$ cat src/rtl/prd_pkg.sv
package prd_pkg;
  localparam int unsigned CODE_W   = 4;
  localparam int unsigned CNT_W    = 15;
  localparam int unsigned FLAG_W   = 8;
  localparam int unsigned IRQF_BIT = 7;
  localparam int unsigned PERF_BIT = 6;
  localparam int unsigned ALIAS_MAX = 2;
  localparam int unsigned ALIAS_ADD = 7;
  typedef logic [CODE_W-1:0] rate_code_t;
  typedef logic [CNT_W-1:0]  tick_cnt_t;
endpackage

$ cat src/rtl/prd_rate_decode.sv
module prd_rate_decode #(
  parameter int unsigned CODE_W    = prd_pkg::CODE_W,
  parameter int unsigned CNT_W     = prd_pkg::CNT_W,
  parameter int unsigned ALIAS_MAX = prd_pkg::ALIAS_MAX,
  parameter int unsigned ALIAS_ADD = prd_pkg::ALIAS_ADD
) (
  input  logic [CODE_W-1:0] code_i,
  input  logic              pie_i,
  output logic              run_o,
  output logic [CNT_W-1:0]  mask_o
);
  localparam int unsigned EW = CODE_W + 1;

  logic [EW-1:0] eff_code;
  logic [EW-1:0] shift;

  always_comb begin
    if (code_i <= CODE_W'(ALIAS_MAX)) eff_code = {1'b0, code_i} + EW'(ALIAS_ADD);
    else                              eff_code = {1'b0, code_i};
    shift = eff_code - EW'(1);
  end

  assign run_o = pie_i && (code_i != '0);

  // low (code-1) bits set: expiry when these bits of the count are all ones before the tick
  for (genvar g = 0; g < CNT_W; g++) begin : g_mask
    assign mask_o[g] = (shift > EW'(g));
  end
endmodule

$ cat src/rtl/prd_cycle_cnt.sv
module prd_cycle_cnt #(
  parameter int unsigned CNT_W = prd_pkg::CNT_W
) (
  input  logic             clk_i,
  input  logic             rst_ni,
  input  logic             tick_i,
  output logic [CNT_W-1:0] cnt_o
);
  logic [CNT_W-1:0] cnt_q;

  always_ff @(posedge clk_i or negedge rst_ni) begin
    if (!rst_ni)     cnt_q <= '0;
    else if (tick_i) cnt_q <= cnt_q + CNT_W'(1);
  end

  assign cnt_o = cnt_q;

  AST_CNT_STEP: assert property (@(posedge clk_i) disable iff (!rst_ni)
    tick_i |=> cnt_q == $past(cnt_q) + CNT_W'(1));
  AST_CNT_HOLD: assert property (@(posedge clk_i) disable iff (!rst_ni)
    !tick_i |=> $stable(cnt_q));
endmodule

$ cat src/rtl/prd_expiry.sv
module prd_expiry #(
  parameter int unsigned CNT_W = prd_pkg::CNT_W
) (
  input  logic             clk_i,
  input  logic             rst_ni,
  input  logic             tick_i,
  input  logic             run_i,
  input  logic [CNT_W-1:0] mask_i,
  input  logic [CNT_W-1:0] cnt_i,
  output logic             hit_o
);
  logic hit_d, hit_q;

  // next count lands on a period multiple
  assign hit_d = tick_i && run_i && ((cnt_i & mask_i) == mask_i);

  always_ff @(posedge clk_i or negedge rst_ni) begin
    if (!rst_ni) hit_q <= 1'b0;
    else         hit_q <= hit_d;
  end

  assign hit_o = hit_q;

  AST_HIT_ALIGNED: assert property (@(posedge clk_i) disable iff (!rst_ni)
    hit_q |-> (cnt_i & $past(mask_i)) == '0);
  AST_HIT_SINGLE: assert property (@(posedge clk_i) disable iff (!rst_ni)
    hit_q |=> !hit_q);
endmodule

$ cat src/rtl/prd_rate_gen.sv
module prd_rate_gen #(
  parameter int unsigned CODE_W = prd_pkg::CODE_W,
  parameter int unsigned CNT_W  = prd_pkg::CNT_W,
  parameter int unsigned FLAG_W = prd_pkg::FLAG_W
) (
  input  logic              clk_i,
  input  logic              rst_ni,
  input  logic              tick_i,
  input  logic [CODE_W-1:0] rate_sel_i,
  input  logic              pie_en_i,
  output logic [FLAG_W-1:0] flag_set_o,
  output logic              irq_o
);
  logic             run;
  logic [CNT_W-1:0] mask;
  logic [CNT_W-1:0] cnt;
  logic             hit;

  prd_rate_decode #(.CODE_W(CODE_W), .CNT_W(CNT_W)) i_decode (
    .code_i (rate_sel_i),
    .pie_i  (pie_en_i),
    .run_o  (run),
    .mask_o (mask)
  );

  prd_cycle_cnt #(.CNT_W(CNT_W)) i_cnt (
    .clk_i  (clk_i),
    .rst_ni (rst_ni),
    .tick_i (tick_i),
    .cnt_o  (cnt)
  );

  prd_expiry #(.CNT_W(CNT_W)) i_expiry (
    .clk_i  (clk_i),
    .rst_ni (rst_ni),
    .tick_i (tick_i),
    .run_i  (run),
    .mask_i (mask),
    .cnt_i  (cnt),
    .hit_o  (hit)
  );

  always_comb begin
    flag_set_o = '0;
    flag_set_o[prd_pkg::IRQF_BIT] = hit;
    flag_set_o[prd_pkg::PERF_BIT] = hit;
  end
  assign irq_o = hit;

  AST_NEEDS_TICK: assert property (@(posedge clk_i) disable iff (!rst_ni)
    irq_o |-> $past(tick_i));
  AST_STOP_CODE: assert property (@(posedge clk_i) disable iff (!rst_ni)
    irq_o |-> $past(rate_sel_i) != '0);
  AST_STOP_PIE: assert property (@(posedge clk_i) disable iff (!rst_ni)
    irq_o |-> $past(pie_en_i));
  AST_PERIOD_FLOOR: assert property (@(posedge clk_i) disable iff (!rst_ni)
    irq_o |-> cnt[1:0] == 2'b00);
endmodule

$ cat config.mk
export PLATFORM = sky130hd
export DESIGN_NAME = prd_rate_gen
export DESIGN_NICKNAME = d
export VERILOG_FILES = /design/src/rtl/prd_pkg.sv /design/src/rtl/prd_rate_decode.sv /design/src/rtl/prd_cycle_cnt.sv /design/src/rtl/prd_expiry.sv /design/src/rtl/prd_rate_gen.sv
export SDC_FILE = /design/constraint.sdc
export NUM_CORES = 1
export LEC_CHECK = 0
export CAP_MARGIN = 15
export CELL_PAD_IN_SITES_DETAIL_PLACEMENT = 0
export CELL_PAD_IN_SITES_GLOBAL_PLACEMENT = 1
export CORE_MARGIN = 4
export CORE_UTILIZATION = 50
export CTS_BUF_LIST = sky130_fd_sc_hd__clkbuf_4 sky130_fd_sc_hd__clkbuf_8
export DETAILED_ROUTE_END_ITERATION = 8
export DONT_BUFFER_PORTS = 1
export PLACE_DENSITY_LB_ADDON = 0.25
export SLEW_MARGIN = 20
export SYNTH_ARGS = -nofsm -noshare
export SYNTH_HDL_FRONTEND = slang
export SYNTH_SLANG_ARGS = --single-unit
$ cat constraint.sdc
create_clock -name clk_i -period 1.8 [get_ports clk_i]
set_input_delay 0.09 -clock clk_i [delete_from_list [all_inputs] [get_ports clk_i]]
set_output_delay 0.09 -clock clk_i [all_outputs]
set_load 0.02 [all_outputs]
==> flow_summary.toml, run 1 <==
[synth]
ys_warn_count = 0
ys_seq_area_share_pct = 28.0
syn_inst = 161
yosysTopAreaCell = "dfrtp_1"
async_flop_share_pct = 100
synthTopCellsByArea = "dfrtp_1, xnor2_1, ha_1"
synthesis.area_um2 = 1430
synth-edff-count = 0
ys_types = 58
synth-main-ff-cell = "dfrtp_1"
synth_top_area_share_pct = 28.0
syn_avg_cell_area_um2 = 8.89
synth.ff_latch_count = 16

[clocking]
insertion_delay_ns = 0.29
cts_made_buffers = 3
cts_root_buffer = "clkbuf_4"
cts.path.max_buffers = 2
cts_tree = "built"
cts_sinks = 16
h-tree-depth = 1
clk_pin_slew_worst_paths_ns = 0.09

[finish]
drive_above_1_share_pct = 31.3
stdcell_count = 213
fin_nets = 198
diodes = 0
syn_to_final_growth_pct = 19.2

[sta]
worst_pin_slew_ns = 0.717
max-slew-margin-rel_pct = 52.0
rsz0062_at_grt = "true"
drv_slew = 0
min_period_over_period_pct = 109
setup_violations = 1
skew_ns = 0.00123
fin_crit_ns = 1.96
max_clock_freq_mhz = 511
setup_tns_ns = -0.158
final.setup.worst_slack_ns = -0.158
final-hold-violation-count = 0

[critical_path]
arrival_ns = 2.19
required_ns = 2.03
path_class = "in -> reg"
cp_max_fo = 12
startpoint_type = "input pin"
endpoint_kind = "flip-flop"
r2r_cells = 6

[route]
routed_via_density = 5.85
wl_met3_um = 122
post_drt_wl_per_cell_um = 16.2
drt-initial-drc-count = 55
met2WireLength_um = 1600
drc = 0
wl_met1_um = 1680
route.vias.total = 1245
highest_layer = "met4"
wl_um = 3450
drt_first_pass_iters = 6
antenna_left = 0

[die]
dieArea_um2 = 3780
start_util_pct = 51.9
pin_count = 17
fp.coreArea_um2 = 2760
die_width_um = 61.5
rows = 19
dieHeight_um = 61.5

[power_and_ir_drop]
powerDensity_nw_per_um2 = 780
power_mw = 1.33
power_leakage_nw = 0.728
ir_worst_vdd_mv = 0.775

[grt]
gr-total-overflow = 0
grt_max_degree = 17
grt_first_pass_wirelength_um = 5890
grt_util_all_layers_pct = 20.5
grt_antenna_before_repair = 0
first_global_vias = 1240

[placement]
dpl.hpwl_um = 2800
gp_congestion = 0.824
dp_cells = 207
place_ws_ns = -0.476
place.port_buffers = 0

[run]
max_cap_violations = 0

[run_status]
outcome = "complete, but fails checks"
violations = "negative setup slack"

[min_path]
min_path_cells = 3
hold_class = "in -> reg"
[area by class of cell]
type                       instances  area [um^2]
timing repair buffer              30          230
fill                             248         1050
clock buffer                       3         22.5
inverter                          11         50.0
tap                               31         38.8
multi-input combinational        122          965
sequential                        16          400
[registers in the layout, summed over array words and instances, names as in the netlist]
signal,count
i_cnt.cnt_o,15
i_expiry.hit_o,1
[per-stage QoR]
stage | hold slack [ns] | util, % | area, um^2
6_report | 0.0967 | 61.9 | 1710
2_1_floorplan | -0.206 | - | 1530
3_3_place_gp | -0.205 | 59.6 | 1640
4_1_cts | 0.0974 | 61.7 | 1700
5_1_grt | 0.117 | 61.9 | 1710
3_5_place_dp | -0.205 | 59.6 | 1640
[cell usage after synthesis, drive strengths merged, types with 4 or more instances]
| cell type | count |
|---|---|
| dfrtp | 16 |
| buf | 15 |
| xnor2 | 14 |
| nor2 | 12 |
| nand2 | 10 |
| inv | 9 |
| a21oi | 8 |
| nor3 | 7 |
| ha | 6 |
| nand3 | 6 |
| a31oi | 4 |
| o21ai | 4 |
[what timing repair did]
item                                   4_1_cts  5_1_grt
pin swaps                                    0        1
resized for setup                            2        1
setup endpoints to repair                    1        1
setup buffers                                1        0
endpoints found under the hold margin       21        0
hold buffers                                 2        0
[worst max-delay path: stages]
cell and delay (ns):
clkinv_4 0.05, ha_4 0.13, or3b_4 0.40, a21oi_4 0.19, ha_4 0.22, buf_4 0.13
buf_4 0.10, nor3_1 0.04, a31oi_1 0.22, a211oi_1 0.10, nor4_1 0.27, o2111a_1 0.23
[where the power goes]
group          internal [mW]  switching, mW  leakage, nW  total, mW
registers              0.443         0.0855        0.197      0.529
clock network         0.0778          0.111       0.0138      0.189
logic                  0.315          0.299        0.517      0.614
total                  0.836          0.495        0.728       1.33
[layout by cell type (no fill, tap or decap), types with 3 or more instances in the layout]
master    instances
nand3_1           6
ha_1              3
dfrtp_1          16
nor3_1            4
inv_1             8
clkbuf_4          3
a31oi_1           4
a21oi_1           6
conb_1            6
nor2_1           11
xnor2_1          12
buf_4            28
ha_4              3
nand4_1           3
nand2_1           9
[metal layers]
metal,vias up,GRT usage [%]
met5,-,0
met4,0,3.64
met3,4,4.82
met2,24,32.4
met1,604,28.9
li1,613,-
[cell families (layout without fill, tap and decap cells)]
logic type | after synthesis | count (layout) | synth area share, %
simple gates | 52 | 52 | 20.1
flops | 16 | 16 | 28.0
xor+xnor | 16 | 16 | 11.1
buf+inv | 28 | 44 | 11.6
fa+ha+maj | 6 | 6 | 5.24
other cells | 1 | 6 | 0.262
compound gates | 40 | 40 | 22.2
mux | 2 | 2 | 1.49
[final timing paths]
path | startpoint | endpoint | slack [ns]
setup / recovery | rate_sel_i[0] | i_expiry.hit_o | -0.16
hold / removal | tick_i | i_cnt.cnt_o[5] | 0.1
setup reg to reg | i_cnt.cnt_o[0] | i_cnt.cnt_o[12] | 0.13
hold reg to reg | i_cnt.cnt_o[14] | i_cnt.cnt_o[14] | 0.48
max in group asynchronous | rst_ni | i_cnt.cnt_o[1] | 1.06
min in group asynchronous | rst_ni | i_cnt.cnt_o[14] | 0.29
(Power assumes the default switching activity.)
==> run 2, diff against run 1 <==
Settings changed: SETUP_SLACK_MARGIN set to 0.02, SKIP_CTS_REPAIR_TIMING set to 1.
==> flow_summary.toml, run 2 (synthesis results as in run 1) <==
[run_status]
outcome = "complete, but fails checks"
violations = "negative setup slack"

[sta]
skew_ns = 0.00104
rsz0062_at_grt = "true"
max_clock_freq_mhz = 510
worst_pin_slew_ns = 0.721
holdWs_ns = 0.0965
final.setup.worst_slack_ns = -0.162
setup_violations = 1
fin_crit_ns = 1.96
final-hold-violation-count = 0
max-slew-margin-rel_pct = 51.8
min_period_over_period_pct = 109
drv_slew = 0

[die]
fp.coreArea_um2 = 2760
start_util_pct = 51.9
pin_count = 17
die_width_um = 61.5
dieHeight_um = 61.5
rows = 19
dieArea_um2 = 3780

[finish]
layout_common_cells = "buf_4, dfrtp_1, xnor2_1"
layout_commonest_cell = "buf_4"
fin_nets = 200
largest_reg_flops = 15
syn_to_final_growth_pct = 20.3
fin_util_pct = 62.4
drive_above_1_share_pct = 32.1
diodes = 0

[critical_path]
path_delay_family = "compound AO/OA/AOI/OAI gates"
endpoint_kind = "flip-flop"
crit_cells = 11
worst_path_max_delay_cell = "or3b_4"
path_cells = "clkinv_4 -> ha_4 -> or3b_4 -> a21oi_4 -> ha_4 -> inv_4 -> nor3_4 -> nor3_2 -> a2111o_1 -> nor4_2 -> o2111a_1"
required_ns = 2.03
worst-path-buf-inv = 2
crit_top_cell = "ha_4"
arrival_ns = 2.19
cp_max_fo = 12
startpoint_type = "input pin"
path_class = "in -> reg"
r2r_cells = 6
cpPeakStageDelay_ns = 0.40

[placement]
place.port_buffers = 0
dpl.hpwl_um = 2800
gp_congestion = 0.824

[route]
drt_first_pass_iters = 4
drt-initial-drc-count = 65
wl_um = 3510
drc = 0
post_drt_wl_per_cell_um = 16.3
antenna_left = 0
route.vias.total = 1246
routed_via_density = 5.80

[grt]
grt_util_all_layers_pct = 20.4
grt_first_pass_wirelength_um = 5860
gr-total-overflow = 0
grt_antenna_before_repair = 0
first_global_vias = 1230
grt_max_degree = 17

[clocking]
clk_pin_slew_worst_paths_ns = 0.09
insertion_delay_ns = 0.29
cts.path.max_buffers = 2
cts_made_buffers = 3
h-tree-depth = 1
cts_root_buffer = "clkbuf_4"
cts_tree = "built"
cts_sinks = 16

[min_path]
min_path_cells = 3
hold_class = "in -> reg"

[power_and_ir_drop]
powerDensity_nw_per_um2 = 777
ir_worst_vdd_mv = 0.775
power_leakage_nw = 0.738

[run]
max_cap_violations = 0
==> run 2: cell types whose count changed in the layout (fill, tap and decap cells not counted) <==
cell | before | now
buf_4 | 28 | 30
==> run 2: path summary, 6_finish.rpt <==
path / start / endpoint / slack, ns
worst min-delay path: tick_i / i_cnt.cnt_o[5] / 0.1
max in group asynchronous: rst_ni / i_cnt.cnt_o[1] / 1.06
worst min register to register: i_cnt.cnt_o[14] / i_cnt.cnt_o[14] / 0.48
worst max-delay path: rate_sel_i[0] / i_expiry.hit_o / -0.16
worst max register to register: i_cnt.cnt_o[0] / i_cnt.cnt_o[12] / 0.14
min in group asynchronous: rst_ni / i_cnt.cnt_o[13] / 0.29
==> run 2: area by class of cell <==
cell class,count,area [um^2]
Clock buffer,3,22.5
Timing Repair Buffer,32,245
Inverter,11,50.0
Multi-Input combinational cell,122,965
Fill cell,245,1040
Sequential cell,16,400
Tap cell,31,38.8
==> run 2: tightest hold or removal path, stage by stage <==
cell,delay [ns]
nand3_1,0.06
nor2_1,0.08
xnor2_1,0.12
==> run 2: layer usage <==
layer  part of all wire (%)  GRT usage, %  up-vias  routed length (um)
met5                      0             0        -                   0
met4                    1.3          3.64        0                  47
met3                    4.9          5.03        4                 173
met2                     47          32.3       33                1650
met1                     47          28.6      595                1630
li1                       -             -      614                   -
==> run 2: through the flow <==
stage / setup TNS, ns / power [mW] / instance area [um^2] / instances / worst slack [ns]
after global placement: -0.381 / 1.11 / 1640 / 207 / -0.381
after floorplan: -0.281 / 0.938 / 1530 / 166 / -0.281
final: -0.162 / 1.34 / 1720 / 215 / -0.162
after CTS: -0.187 / 1.32 / 1670 / 210 / -0.187
after global routing: -0.266 / 1.43 / 1720 / 215 / -0.266
after detailed placement: -0.476 / 1.13 / 1640 / 207 / -0.476
==> run 2: power by group <==
| part | switching, mW | internal (mW) |
|---|---|---|
| Clock | 0.111 | 0.0778 |
| Sequential | 0.0860 | 0.443 |
| Combinational | 0.301 | 0.319 |
==> run 3, diff against run 2 <==
==> constraint.sdc (replaced) <==
create_clock -name clk_i -period 1.8 [get_ports clk_i]
set_input_delay 0.18 -clock clk_i [delete_from_list [all_inputs] [get_ports clk_i]]
set_output_delay 0.18 -clock clk_i [all_outputs]
set_load 0.02 [all_outputs]
==> flow_summary.toml, run 3 (synthesis results as in run 1) <==
[run_status]
outcome = "complete, but fails checks"
violations = "negative setup slack"

[sta]
drv_slew = 0
final-hold-violation-count = 0
max-slew-margin-rel_pct = 52.7
min_period_over_period_pct = 113
skew_ns = 0.00866
fin_crit_ns = 2.04
setup_tns_ns = -0.240
rsz0062_at_grt = "true"
max_clock_freq_mhz = 490
final.setup.worst_slack_ns = -0.240
setup_violations = 1
worst_pin_slew_ns = 0.708

[min_path]
hold_class = "in -> reg"
min_path_cells = 1

[die]
rows = 19
dieHeight_um = 61.5
fp.coreArea_um2 = 2760
dieArea_um2 = 3780
start_util_pct = 51.9
die_width_um = 61.5
pin_count = 17

[route]
drt-initial-drc-count = 52
routed_via_density = 5.86
drt_first_pass_iters = 4
route.vias.total = 1265
antenna_left = 0
post_drt_wl_per_cell_um = 15.8
wl_um = 3420
drc = 0

[clocking]
cts_root_buffer = "clkbuf_4"
clk_pin_slew_worst_paths_ns = 0.09
cts_sinks = 16
insertion_delay_ns = 0.28
cts.path.max_buffers = 2
h-tree-depth = 1
cts_made_buffers = 3
cts_tree = "built"

[finish]
layout_commonest_cell = "buf_4"
layout_common_cells = "buf_4, dfrtp_1, xnor2_1"
syn_to_final_growth_pct = 20.9
drive_above_1_share_pct = 31.9
largest_reg_flops = 15
diodes = 0
fin_nets = 200
finish.instance_area_um2 = 1730

[power_and_ir_drop]
power_mw = 1.37
power_leakage_nw = 0.743
ir_worst_vdd_mv = 1.03
powerDensity_nw_per_um2 = 792

[grt]
grt_max_degree = 17
gr-total-overflow = 0
first_global_vias = 1244
grt_util_all_layers_pct = 20.3
grt_antenna_before_repair = 0
grt_first_pass_wirelength_um = 5750

[critical_path]
arrival_ns = 2.26
startpoint_type = "input pin"
cp_max_fo = 12
path_delay_family = "compound AO/OA/AOI/OAI gates"
path_class = "in -> reg"
required_ns = 2.02
r2r_cells = 6
path_cells = "clkinv_4 -> ha_4 -> or3b_4 -> a21oi_4 -> ha_4 -> buf_4 -> buf_4 -> nor3_1 -> a31oi_1 -> a211oi_1 -> nor4_1 -> o2111a_1"
cpPeakStageDelay_ns = 0.39
endpoint_kind = "flip-flop"
crit_cells = 12
worst-path-buf-inv = 3
worst_path_max_delay_cell = "or3b_4"

[placement]
place_area_um2 = 1660
place.port_buffers = 0
gp_congestion = 0.843
dpl.hpwl_um = 2830

[run]
max_cap_violations = 0
## run 3: cell count changes in the layout (fill, tap and decap cells not counted)
| cell | previous run | this run |
|---|---|---|
| clkbuf_8 | 0 | 1 |
| nor3_1 | 4 | 5 |
| o21ai_1 | 1 | 2 |
| nor3_2 | 1 | 0 |
| o21ai_0 | 2 | 1 |
## run 3: power by group
group          internal (mW)  switching, mW
logic                  0.316          0.297
registers              0.443         0.0856
clock network          0.123          0.106
## run 3: area by class of cell
cell class / count / area (um^2)
Clock buffer: 4 / 36.3
Fill cell: 242 / 1030
Inverter: 11 / 50.0
Multi-Input combinational cell: 122 / 960
Sequential cell: 16 / 400
Tap cell: 31 / 38.8
Timing Repair Buffer: 32 / 245
## run 3: through the flow
stage / instances / setup slack, ns / hold WS [ns] / util, %
after detailed placement: 209 / -0.533 / -0.115 / 60.1
after global placement: 209 / -0.481 / -0.115 / 60.1
after floorplan: 166 / -0.371 / -0.116 / -
after global routing: 216 / -0.283 / 0.0522 / 62.7
after CTS: 213 / -0.243 / -0.429 / 61.4
final: 216 / -0.240 / 0.0591 / 62.7
## run 3: metal layers
metal / vias to the layer above / global-route usage [%] / part of all wire (%) / wire (um)
li1: 614 / - / - / -
met1: 606 / 26.1 / 46 / 1560
met2: 45 / 34.4 / 49 / 1660
met3: 0 / 5.45 / 5.7 / 195
met4: 0 / 3.64 / 0 / 0
met5: - / 0 / 0 / 0
## run 3: worst paths after layout
path                       slack, ns               to             from
min                             0.06   i_cnt.cnt_o[1]           tick_i
max in group asynchronous       0.96   i_cnt.cnt_o[0]           rst_ni
min in group asynchronous       0.38  i_cnt.cnt_o[12]           rst_ni
min reg2reg                     0.49  i_cnt.cnt_o[14]  i_cnt.cnt_o[14]
max reg2reg                     0.18  i_cnt.cnt_o[12]   i_cnt.cnt_o[0]
max                            -0.24   i_expiry.hit_o    rate_sel_i[0]
## run 3: worst register-to-register path, delay by kind of cell (launching register included)
family        cells  cell delay [ns]
xor+xnor          1             0.14
fa+ha+maj         1             0.18
flops             1             0.42
simple gates      4             0.76
